**config.mk**
```make
export PLATFORM = sky130hd
export DESIGN_NAME = cos_irq_ctrl
export DESIGN_NICKNAME = d
export VERILOG_FILES = /design/src/rtl/cos_pkg.sv /design/src/rtl/cos_sync.sv /design/src/rtl/cos_grp_latch.sv /design/src/rtl/cos_rd_mux.sv /design/src/rtl/cos_irq_ctrl.sv
export SDC_FILE = /design/constraint.sdc
export NUM_CORES = 1
export LEC_CHECK = 0
export BUFFER_PORTS_ARGS = -buffer_cell sky130_fd_sc_hd__buf_2
export CAP_MARGIN = 20
export CORE_MARGIN = 2
export CORE_UTILIZATION = 55
export CTS_CLUSTER_DIAMETER = 40
export DETAILED_ROUTE_END_ITERATION = 6
export GPL_TIMING_DRIVEN = 0
export HOLD_SLACK_MARGIN = 0.06
export PLACE_DENSITY = 0.88
export SYNTH_ARGS = -nofsm -noshare
export SYNTH_HDL_FRONTEND = slang
export SYNTH_SLANG_ARGS = --single-unit
```
**constraint.sdc**
```tcl
create_clock -name clk_i -period 1.6 [get_ports clk_i]
set_input_delay 0.24 -clock clk_i [delete_from_list [all_inputs] [get_ports clk_i]]
set_output_delay 0.24 -clock clk_i [all_outputs]
set_load 0.02 [all_outputs]
```
**src/rtl/cos_pkg.sv**
```systemverilog
package cos_pkg;
  localparam int unsigned GROUPS   = 6;
  localparam int unsigned GW       = 8;
  localparam int unsigned AW       = 3;
  localparam int unsigned LINES    = GROUPS * GW;
  localparam logic [AW-1:0] CTRL_OFF = 3'd7;
  localparam logic [AW-1:0] HOLE_OFF = 3'd3;
  localparam int unsigned PEND_BIT = 6;
endpackage

```
**src/rtl/cos_sync.sv**
```systemverilog
module cos_sync #(
  parameter int unsigned W = 48
) (
  input  logic         clk_i,
  input  logic         rst_ni,
  input  logic [W-1:0] d_i,
  output logic [W-1:0] q_o
);
  logic [W-1:0] meta_q, sync_q;

  always_ff @(posedge clk_i or negedge rst_ni) begin
    if (!rst_ni) begin
      meta_q <= '0;
      sync_q <= '0;
    end else begin
      meta_q <= d_i;
      sync_q <= meta_q;
    end
  end

  assign q_o = sync_q;
endmodule

```
**src/rtl/cos_grp_latch.sv**
```systemverilog
module cos_grp_latch #(
  parameter int unsigned GW = 8
) (
  input  logic          clk_i,
  input  logic          rst_ni,
  input  logic [GW-1:0] sync_i,
  input  logic          en_nxt_i,
  input  logic          clr_i,
  output logic          stat_o
);
  logic [GW-1:0] prev_q;
  logic          stat_q, chg;

  assign chg = |(sync_i ^ prev_q);

  always_ff @(posedge clk_i or negedge rst_ni) begin
    if (!rst_ni) begin
      prev_q <= '0;
      stat_q <= 1'b0;
    end else begin
      prev_q <= sync_i;
      // new change survives a clearing read; disable wipes the flag
      stat_q <= en_nxt_i & ((stat_q & ~clr_i) | chg);
    end
  end

  assign stat_o = stat_q;
endmodule

```
**src/rtl/cos_rd_mux.sv**
```systemverilog
module cos_rd_mux
  import cos_pkg::*;
#(
  parameter int unsigned NG = GROUPS,
  parameter int unsigned BW = GW
) (
  input  logic [AW-1:0]    addr_i,
  input  logic [NG*BW-1:0] data_i,
  input  logic [NG-1:0]    stat_i,
  input  logic             irq_i,
  output logic [BW-1:0]    byte_o
);
  always_comb begin
    byte_o = '0;
    if (addr_i == CTRL_OFF) begin
      byte_o[NG-1:0] = stat_i;
      byte_o[PEND_BIT] = ~irq_i;
    end else if (addr_i != HOLE_OFF) begin
      // offsets above the hole shift down by one group
      byte_o = data_i[((addr_i > HOLE_OFF) ? int'(addr_i) - 1 : int'(addr_i)) * BW +: BW];
    end
  end
endmodule

```
**src/rtl/cos_irq_ctrl.sv**
```systemverilog
module cos_irq_ctrl
  import cos_pkg::*;
#(
  parameter int unsigned NG = GROUPS,
  parameter int unsigned BW = GW,
  localparam int unsigned NL = NG * BW
) (
  input  logic          clk_i,
  input  logic          rst_ni,
  input  logic [NL-1:0] lines_i,
  input  logic [AW-1:0] addr_i,
  input  logic          wr_i,
  input  logic          rd_i,
  input  logic [BW-1:0] wdata_i,
  output logic [BW-1:0] rdata_o,
  output logic          irq_o
);
  logic [NL-1:0] sync;
  logic [NG-1:0] en_q, en_nxt, stat_q;
  logic [BW-1:0] rd_byte, rdata_q;
  logic          ctrl_wr, ctrl_rd;

  assign ctrl_wr = wr_i && (addr_i == CTRL_OFF);
  assign ctrl_rd = rd_i && (addr_i == CTRL_OFF);
  assign en_nxt  = ctrl_wr ? wdata_i[NG-1:0] : en_q;

  cos_sync #(.W(NL)) u_sync (
    .clk_i (clk_i),
    .rst_ni(rst_ni),
    .d_i   (lines_i),
    .q_o   (sync)
  );

  for (genvar g = 0; g < NG; g++) begin : g_grp
    cos_grp_latch #(.GW(BW)) u_lat (
      .clk_i   (clk_i),
      .rst_ni  (rst_ni),
      .sync_i  (sync[g*BW +: BW]),
      .en_nxt_i(en_nxt[g]),
      .clr_i   (ctrl_rd),
      .stat_o  (stat_q[g])
    );
  end

  cos_rd_mux #(.NG(NG), .BW(BW)) u_mux (
    .addr_i(addr_i),
    .data_i(sync),
    .stat_i(stat_q),
    .irq_i (irq_o),
    .byte_o(rd_byte)
  );

  always_ff @(posedge clk_i or negedge rst_ni) begin
    if (!rst_ni) begin
      en_q    <= '0;
      rdata_q <= '0;
    end else begin
      en_q <= en_nxt;
      if (rd_i) rdata_q <= rd_byte;
    end
  end

  assign irq_o   = |stat_q;
  assign rdata_o = rdata_q;
endmodule

```
# --- Word level (Yosys, flattened, before mapping) ---
# Cells that the tools add are included.
classes:
  addsub: 1
  magnitude_cmp: 1
  n_eq_ne: 2
  n_shift: 1
  n_mux: 5
  bitwise_logic: 26
  n_reduce_logical: 9
op_table:
  columns: ["op", "n"]
  rows:
  - ["OR reduction 8 bit", 6]
  - ["variable part select 48 x 33 -> 8 bit", 1]
  - ["XOR 8 bit", 6]
  - ["2-to-1 mux 29 bit", 1]
  - ["AND 1 bit", 12]
  - ["2-to-1 mux 8 bit", 1]
  - ["2-to-1 mux 7 bit", 1]
  - ["2-to-1 mux 6 bit", 1]
  - ["bitwise OR 1 bit", 6]
  - ["OR reduction 6 bit", 1]
  - ["subtractor 3 x 1 -> 4 bit, second input constant", 1]
  - ["== test 3 bit, second input constant", 1]
  - ["greater-than comparator 3 x 2 -> 1 bit, second input constant", 1]
  - ["inequality test 3 x 2 -> 1 bit, second input constant", 1]
  - ["logical AND 1 bit", 2]
  - ["inverter 1 bit", 2]
  - ["2-to-1 mux 1 bit", 1]
word_totals:
  reg_bits: 164
  input_bits: 63
  output_inout_bits: 9
  word_cells: 61

# --- Longest topological paths before layout ---
# Gate-level depths: netlist (run 1).
depth:
  ltp_word: 6
  mapped_depth: 8
  mapped_depth_nobuf: 7

# --- Hierarchy ---
# A second synthesis (run 1) with hierarchy kept.
hier_totals:
  hier_cells: 339
  hier_area_um2: 5504.0
by_module_without_submodules:
  columns: ["mod", "instances", "cells_per_inst", "area_each_um2", "seq_area_each_um2"]
  rows:
  - ["cos_sync", 1, 96, 2402.3, 2402.3]
  - ["cos_grp_latch", 6, 22, 324.1, 225.2]
  - ["cos_rd_mux", 1, 77, 599.3, 0.0]
  - ["cos_irq_ctrl", 1, 34, 558.0, 350.3]

# --- Least setup slack after synthesis (run 1) ---
# Ideal clock, no wire load.
synth_path:
  path_type: "input -> register"
  from: "input addr_i[0]"
  to: "register rdata_q[7] (netlist: rdata_o[7])"
  setup_ns: 0.088
  arrival_time_ns: 1.711
  required_time_ns: 1.512
  path_slack_ns: -0.199
  cell_stages: 8
  path_buffers: 1
  path_cell_list: "inv_1 > ha_1 > and3b_1 > a211oi_4 > buf_6 > a21oi_2 > a221o_1 > o221ai_2"
synth_between:
  elab_chain_cells: 5
  word_cells_on_any_way: 8
  cone_classes: "add/sub (1); order compare (1); eq/ne (2); shift (1); mux (3)"
synth_lines:
  columns: ["item", "line_no", "source"]
  rows:
  - ["start, declared", "cos_irq_ctrl.sv:11", "input logic [AW-1:0] addr_i,"]
  - ["subtractor 3 x 1 -> 4 bit / greater-than comparator 3 x 2 -> 1 bit (equally long branches)", "cos_rd_mux.sv:20", "byte_o = data_i[((addr_i > HOLE_OFF) ? int'(addr_i) - 1 : int'(addr_i)) * BW +: BW];"]
  - ["2-to-1 mux 29 bit", "cos_rd_mux.sv:20", null]
  - ["variable part select 48 x 33 -> 8 bit", "cos_rd_mux.sv:20", null]
  - ["2-to-1 mux 8 bit", "cos_rd_mux.sv:18", "end else if (addr_i != HOLE_OFF) begin"]
  - ["2-to-1 mux 1 bit *", "cos_rd_mux.sv:15", "if (addr_i == CTRL_OFF) begin"]
  - ["end signal, assigned", "cos_irq_ctrl.sv:59", "if (rd_i) rdata_q <= rd_byte;"]
  - ["end, declared", "cos_irq_ctrl.sv:20", "logic [BW-1:0] rd_byte, rdata_q;"]
# Every way passes the cells marked *; elsewhere a longest branch is shown, timed or not.
# A chain may end at the register's enable or synchronous reset.

# --- Worst setup path in the final report (run 1) ---
layout_path:
  from: "register g_grp[0].u_lat.stat_q"
  to: "output irq_o"
layout_between:
  elab_chain_cells: 1
layout_lines:
  columns: ["item", "line_no", "source"]
  rows:
  - ["start, declared", "cos_grp_latch.sv:12", "logic stat_q, chg;"]
  - ["start signal, assigned", "cos_grp_latch.sv:23", "stat_q <= en_nxt_i & ((stat_q & ~clr_i) | chg);"]
  - ["OR reduction 6 bit", "cos_irq_ctrl.sv:63", "assign irq_o = |stat_q;"]
  - ["end, declared", "cos_irq_ctrl.sv:16", "output logic irq_o"]
# No other way between the ends.

==> summary.txt, run 1 <==
Status -> finished, violations left
Violated checks -> negative setup slack
Commonest non-fill, non-tap cells in the layout -> 164 x dfrtp_1, 69 x buf_2, 55 x dlygate4sd3_1, 24 x xor2_1, 24 x xnor2_1
Most used flip-flop cell after synthesis -> dfrtp_1
Total Wirelength -> 12000 um
Maximum VDD drop -> 0.000886 V
Syn avg cell area -> 15.9 um^2
Psw -> 2230 uW
Final cell count without fillers -> 641
Post-synth ARST share -> 1.00
Final ANT Viol Nets -> 0
Clock Skews -> 9.12 ps
Final Hold Fails -> 0
Sw frac -> 0.235
Distinct cell type count after synthesis -> 44
Clock Latency Late Sink -> 540 ps
Fmax achieved -> 570 MHz
Post-Place Cells -> 547
Commonest non-fill, non-tap cell in the layout -> dfrtp_1
Final Cell Area -> 7260 um^2
Flop pwr share -> 0.488
# DRC -> 0
Yosys top cell area share -> 0.750
HPWL after detailed placement -> 6610 um
Worst setup path category -> reg2out
Flops & latches, synth -> 164
GR Overflow Total -> 0
Post-synth EDFFs -> 0
Root Driver -> clkbuf_8
Yosys warnings -> 0
HP Class -> in2async
CP arrival -> 1510 ps
Row cnt -> 36
Total power -> 9490 uW
Layout cells sized above 1 -> 0.258
CTS Sinks -> 164
Routability cong. -> 0.815
Total track usage -> 0.240
Clock buffer count from CTS -> 17
LEAKAGE -> 0.00326 uW
Post-layout worst setup margin -> -154 ps
Crit path launch type -> flip-flop
Max H-tree Level -> 4
Pwr/cell area -> 1310 nW/um^2
Vias -> 3364
NumNets Final -> 560
Sequential area share after synthesis -> 0.750
Starting Density -> 0.563
Die footprint -> 10800 um^2
Die width -> 104 um
Crit-path max FO -> 2
Port Buf Inserts -> 69
Worst slew pin tran -> 605 ps
Area leader, netlist -> dfrtp_1
Initial antenna violation count -> 0
First drt pass iteration count -> 5
Worst setup EP type -> output pin
Antenna fix cells -> 0
Placement Cell Area -> 6040 um^2
Minimum clock period -> 1750 ps
Core Area -> 9730 um^2
Internal power -> 7260 uW
DRT iter0 DRCs -> 291
Fin crit share -> 1.10
Vias in the first global route -> 3614
Synth Instances -> 344
# Max-Cap Violations -> 0
Slew headroom -> 0.597
Mapped cell area -> 5470 um^2
Area growth from synthesis to layout -> 32.5%
Largest net degree at the start of global routing -> 99
Clock slew at reported path FFs -> 70 ps
Global-route wire length before repair -> 19000 um
Area contributors post-synth -> dfrtp_1 75%, xnor2_1 3.8%, xor2_1 3.8%, mux2i_1 2.7%, a21oi_1 1.6%
Finish-stage setup viols -> 1
Clock share of power -> 0.418
IO Pins -> 72
Die Y -> 104 um
Fin. max-slew vios -> 0
RSZ-0062 raised after global routing -> yes
Gate power share -> 0.094
Dpl ws -> -483 ps
Max clock buf depth -> 2
WL/cell -> 18.8 um
CP Data Required Time -> 1360 ps
Mapped Nets -> 409
Vias per inst -> 5.25
Clock tree from TritonCTS -> done
==> registers in the layout (all words and copies together), names as in the netlist <==
register,count
en_q,6
g_grp.u_lat.prev_q,48
g_grp.u_lat.stat_o,6
rdata_o,8
u_sync.meta_q,48
u_sync.q_o,48
==> cell usage after synthesis (2+ instances only) <==
library cell  count
a21boi_0          6
a21oi_1          18
a221o_1           6
buf_2             3
buf_6             2
dfrtp_1         164
ha_1              2
inv_1             5
mux2_2            6
mux2i_1          15
nand2_1          13
nand3_1           2
nand4_1           6
nand4b_1          2
nor2_1            3
nor2b_1           7
nor4_1            7
o211ai_1          5
xnor2_1          24
xor2_1           24
==> routing by layer <==
metal,global-route usage,vias up,share of wire
met5,0,-,0
met4,0.101,0,0.035
met3,0.0680,42,0.060
met2,0.402,147,0.51
met1,0.296,1696,0.39
li1,-,1479,-
==> cell type report <==
cell class | count | area, um^2
flip-flops and latches | 164 | 4100
fillers | 571 | 2470
multi-input cells | 167 | 1340
repair buffers | 132 | 988
clock buffers | 20 | 425
well taps | 133 | 166
clock inverters | 12 | 156
plain buffers | 8 | 58.8
inverters | 5 | 18.8
==> metrics by stage <==
step	TNS, ps	utilization	hold slack, ps
6_report	-154	0.746	249
3_5_place_dp	-4550	0.621	274
2_1_floorplan	-21.7	-	-55.6
5_1_grt	-279	0.746	312
3_3_place_gp	-299660	0.617	334
4_1_cts	-123	0.740	280
==> critical path, cell delays in order, from the launching register on <==
cell     delay, ps
dfrtp_1        400
nor4_2         290
nand2_1        140
buf_6          160
==> kinds of logic after synthesis <==
family,after synthesis,synth area share
xor gates and xnor gates,48,0.0768
muxes,21,0.0398
adders and majority gates,2,0.00457
and+or+nand+nor,49,0.0526
DFF,164,0.750
buffers and inverters,13,0.0130
AOI/OAI and AO/OA,47,0.0635
==> power by group through the flow <==
stage / combinational, uW / sequential [uW] / clock, uW
floorplan: 376 / 4670 / 0
global placement: 663 / 4670 / 0
detailed placement: 702 / 4690 / 0
CTS: 856 / 4620 / 4000
global route: 970 / 4660 / 4190
finish: 895 / 4630 / 3970
==> timing repair <==
action                                  in CTS  in global routing
hold buffers                                55                  0
endpoints found under the setup margin       3                  5
pin swaps                                    2                  3
buffers inserted                             3                  4
resized for setup                            3                  4
hold endpoints to repair                   120                  0
==> path summary, 6_finish.rpt <==
check	startpoint	slack, ps	depth (start not counted)	endpoint
min reg2reg	u_sync.meta_q[24]$_DFF_PN0_	350	0	u_sync.q_o[24]$_DFF_PN0_
min	rst_ni	250	2	u_sync.q_o[37]$_DFF_PN0_
min in group clk_i	lines_i[34]	340	2	u_sync.meta_q[34]$_DFF_PN0_
max	g_grp[0].u_lat.stat_o$_DFF_PN0_	-150	3	irq_o
max reg2reg	u_sync.q_o[35]$_DFF_PN0_	190	4	g_grp[4].u_lat.stat_o$_DFF_PN0_
max in group asynchronous	rst_ni	500	3	u_sync.meta_q[23]$_DFF_PN0_
No activity file was read; power rests on OpenSTA's default activity.
==> run 2, diff against run 1 <==
--- a/config.mk
+++ b/config.mk
@@ -6,7 +6,7 @@
 export NUM_CORES = 1
 export LEC_CHECK = 0
 export BUFFER_PORTS_ARGS = -buffer_cell sky130_fd_sc_hd__buf_2
-export CAP_MARGIN = 20
+export CAP_MARGIN = 15
 export CORE_MARGIN = 2
 export CORE_UTILIZATION = 55
 export CTS_CLUSTER_DIAMETER = 40
==> constraint.sdc (replaced) <==
create_clock -name clk_i -period 1.8 [get_ports clk_i]
set_input_delay 0.27 -clock clk_i [delete_from_list [all_inputs] [get_ports clk_i]]
set_output_delay 0.27 -clock clk_i [all_outputs]
set_load 0.005 [all_outputs]
==> summary.txt, run 2 (synthesis gave the netlist of run 1 again) <==
Row cnt -> 36 (unchanged)
Sw frac -> 0.231 (-0.00411)
Port Buf Inserts -> 69 (unchanged)
Crit. Startpoint -> g_grp[3].u_lat.stat_o$_DFF_PN0_
Internal power -> 6360 uW (-12%)
Pwr/cell area -> 1150 nW/um^2 (-12%)
GR Overflow Total -> 0 (unchanged)
Status -> complete, no violations
Worst reg2reg path startpoint -> u_sync.q_o[34]$_DFF_PN0_
Fmax achieved -> 576 MHz
Gate power share -> 0.086 (-0.008)
Die footprint -> 10800 um^2 (unchanged)
CTS Sinks -> 164 (unchanged)
Initial antenna violation count -> 0 (unchanged)
Psw -> 1910 uW (-14%)
NumNets Final -> 556 (-0.71%)
Slew headroom -> 0.631 (+0.0342)
# Max-Cap Violations -> 0 (unchanged)
Clock buffer count from CTS -> 17 (unchanged)
Routability cong. -> 0.800 (-1.9%)
Vias per inst -> 5.20 (-0.95%)
Crit-path cells -> nor4_2 > nand2_1 > buf_2
LEAKAGE -> 0.00324 uW (-0.61%)
Worst path max stage delay -> 420 ps (+20 ps)
Fin crit share -> 0.964
HPWL after detailed placement -> 6530 um (-1.3%)
Crit-path max FO -> 3 (+1)
Vias in the first global route -> 3639 (+0.69%)
Clock Skews -> 8.11 ps (-1.01 ps)
Clock share of power -> 0.416 (-0.002)
Clock slew at reported path FFs -> 70 ps (about the same)
Crit path launch type -> flip-flop
IO Pins -> 72 (unchanged)
Flop pwr share -> 0.498 (+0.010)
Worst slew pin tran -> 554 ps (-51.3 ps)
# DRC -> 0 (unchanged)
Clock tree from TritonCTS -> done
CP arrival -> 1470 ps (-40 ps)
Die Y -> 104 um (unchanged)
Fin. max-slew vios -> 0 (unchanged)
CP Data Required Time -> 1530 ps (+170 ps)
Worst setup EP type -> output pin
WL/cell -> 18.2 um (-2.8%)
Final Hold Fails -> 0 (unchanged)
Max H-tree Level -> 4 (unchanged)
Vias -> 3306 (-1.7%)
First drt pass iteration count -> 4 (-1)
Fill count -> 571 (unchanged)
Final Cell Area -> 7170 um^2 (-1.2%)
Antenna fix cells -> 0 (unchanged)
Commonest non-fill, non-tap cells in the layout -> 164 x dfrtp_1, 71 x buf_2, 55 x dlygate4sd3_1, 24 x xor2_1, 24 x xnor2_1
HP Class -> in2async
Finish-stage setup viols -> 0 (-1)
Root Driver -> clkbuf_8
Layout cells sized above 1 -> 0.243 (-0.0153)
Clock Latency Late Sink -> 510 ps (-30 ps)
Global-route wire length before repair -> 19100 um (+0.29%)
Maximum VDD drop -> 0.000989 V (+12%)
Placement Cell Area -> 6020 um^2 (-0.31%)
Starting Density -> 0.563 (unchanged)
Core Area -> 9730 um^2 (unchanged)
Worst setup path category -> reg2out
Total track usage -> 0.235 (-0.00551)
Largest net degree at the start of global routing -> 108 (+9.1%)
Critical Path Slowest Stage Cell -> dfrtp_1
Final ANT Viol Nets -> 0 (unchanged)
Commonest non-fill, non-tap cell in the layout -> dfrtp_1
RSZ-0062 raised after global routing -> yes
Die width -> 104 um (unchanged)
Total Wirelength -> 11600 um (-3.5%)
Minimum clock period -> 1740 ps
Area growth from synthesis to layout -> 31.0%
Hold Slack -> 285 ps (+36.3 ps)
Max clock buf depth -> 2 (unchanged)
DRT iter0 DRCs -> 268 (-7.9%)
==> run 2: layer usage <==
layer | track usage | part of all wire | wire [um]
met5 | 0 | 0 | 0
met2 | 0.395 | 0.52 | 6040
met4 | 0.117 | 0.028 | 323
met3 | 0.0548 | 0.048 | 558
met1 | 0.288 | 0.40 | 4670
==> run 2: layout make-up <==
type / instances / area (um^2) / share of cell area
flip-flops and latches: 164 / 4100 / 0.572
plain buffers: 8 / 52.6 / 0.00733
repair buffers: 128 / 952 / 0.133
inverters: 5 / 18.8 / 0.00262
clock inverters: 11 / 128 / 0.0178
multi-input cells: 167 / 1310 / 0.182
well taps: 133 / 166 / 0.0232
clock buffers: 20 / 445 / 0.0621
==> run 2: stage by stage <==
stage               instances  setup WS (ps)  power [uW]  utilization  setup TNS, ps
floorplan                 344           24.6        4440            -              0
global placement          546          -1640        4700        0.615        -269100
detailed placement        547           -390        4740        0.619          -2390
CTS                       633           4.36        8260        0.734              0
global route              636          -3.45        8570        0.737          -3.45
finish                    636           63.9        8270        0.737              0
==> run 2: repair_timing <==
action,CTS,global route
hold endpoints to repair,111,0
endpoints found under the setup margin,1,2
buffers inserted,0,3
resized for setup,0,1
hold buffers,55,0
pin swaps,1,3
==> run 2: path summary, 6_finish.rpt <==
check | to | slack (ps) | cells past startpoint
setup / recovery | irq_o | 60 | 3
setup reg to reg | g_grp[4].u_lat.stat_o$_DFF_PN0_ | 490 | 3
hold reg to reg | u_sync.q_o[25]$_DFF_PN0_ | 350 | 0
max in group asynchronous | u_sync.q_o[0]$_DFF_PN0_ | 610 | 3
min in group clk_i | u_sync.q_o[25]$_DFF_PN0_ | 350 | 0
hold / removal | g_grp[4].u_lat.prev_q[2]$_DFF_PN0_ | 290 | 2
==> run 2: power groups by stage <==
stage / sequential (uW) / clock [uW] / combinational (uW)
2_1_floorplan: 4120 / 0 / 326
3_3_place_gp: 4150 / 0 / 544
3_5_place_dp: 4170 / 0 / 576
4_1_cts: 4110 / 3470 / 684
5_1_grt: 4140 / 3650 / 785
6_report: 4120 / 3440 / 710
==> run 2: worst max-delay path, delay by kind of cell (launching register included) <==
kind          cells  cell delay, ps
flops             1             420
simple gates      2             390
buf+inv           1             140
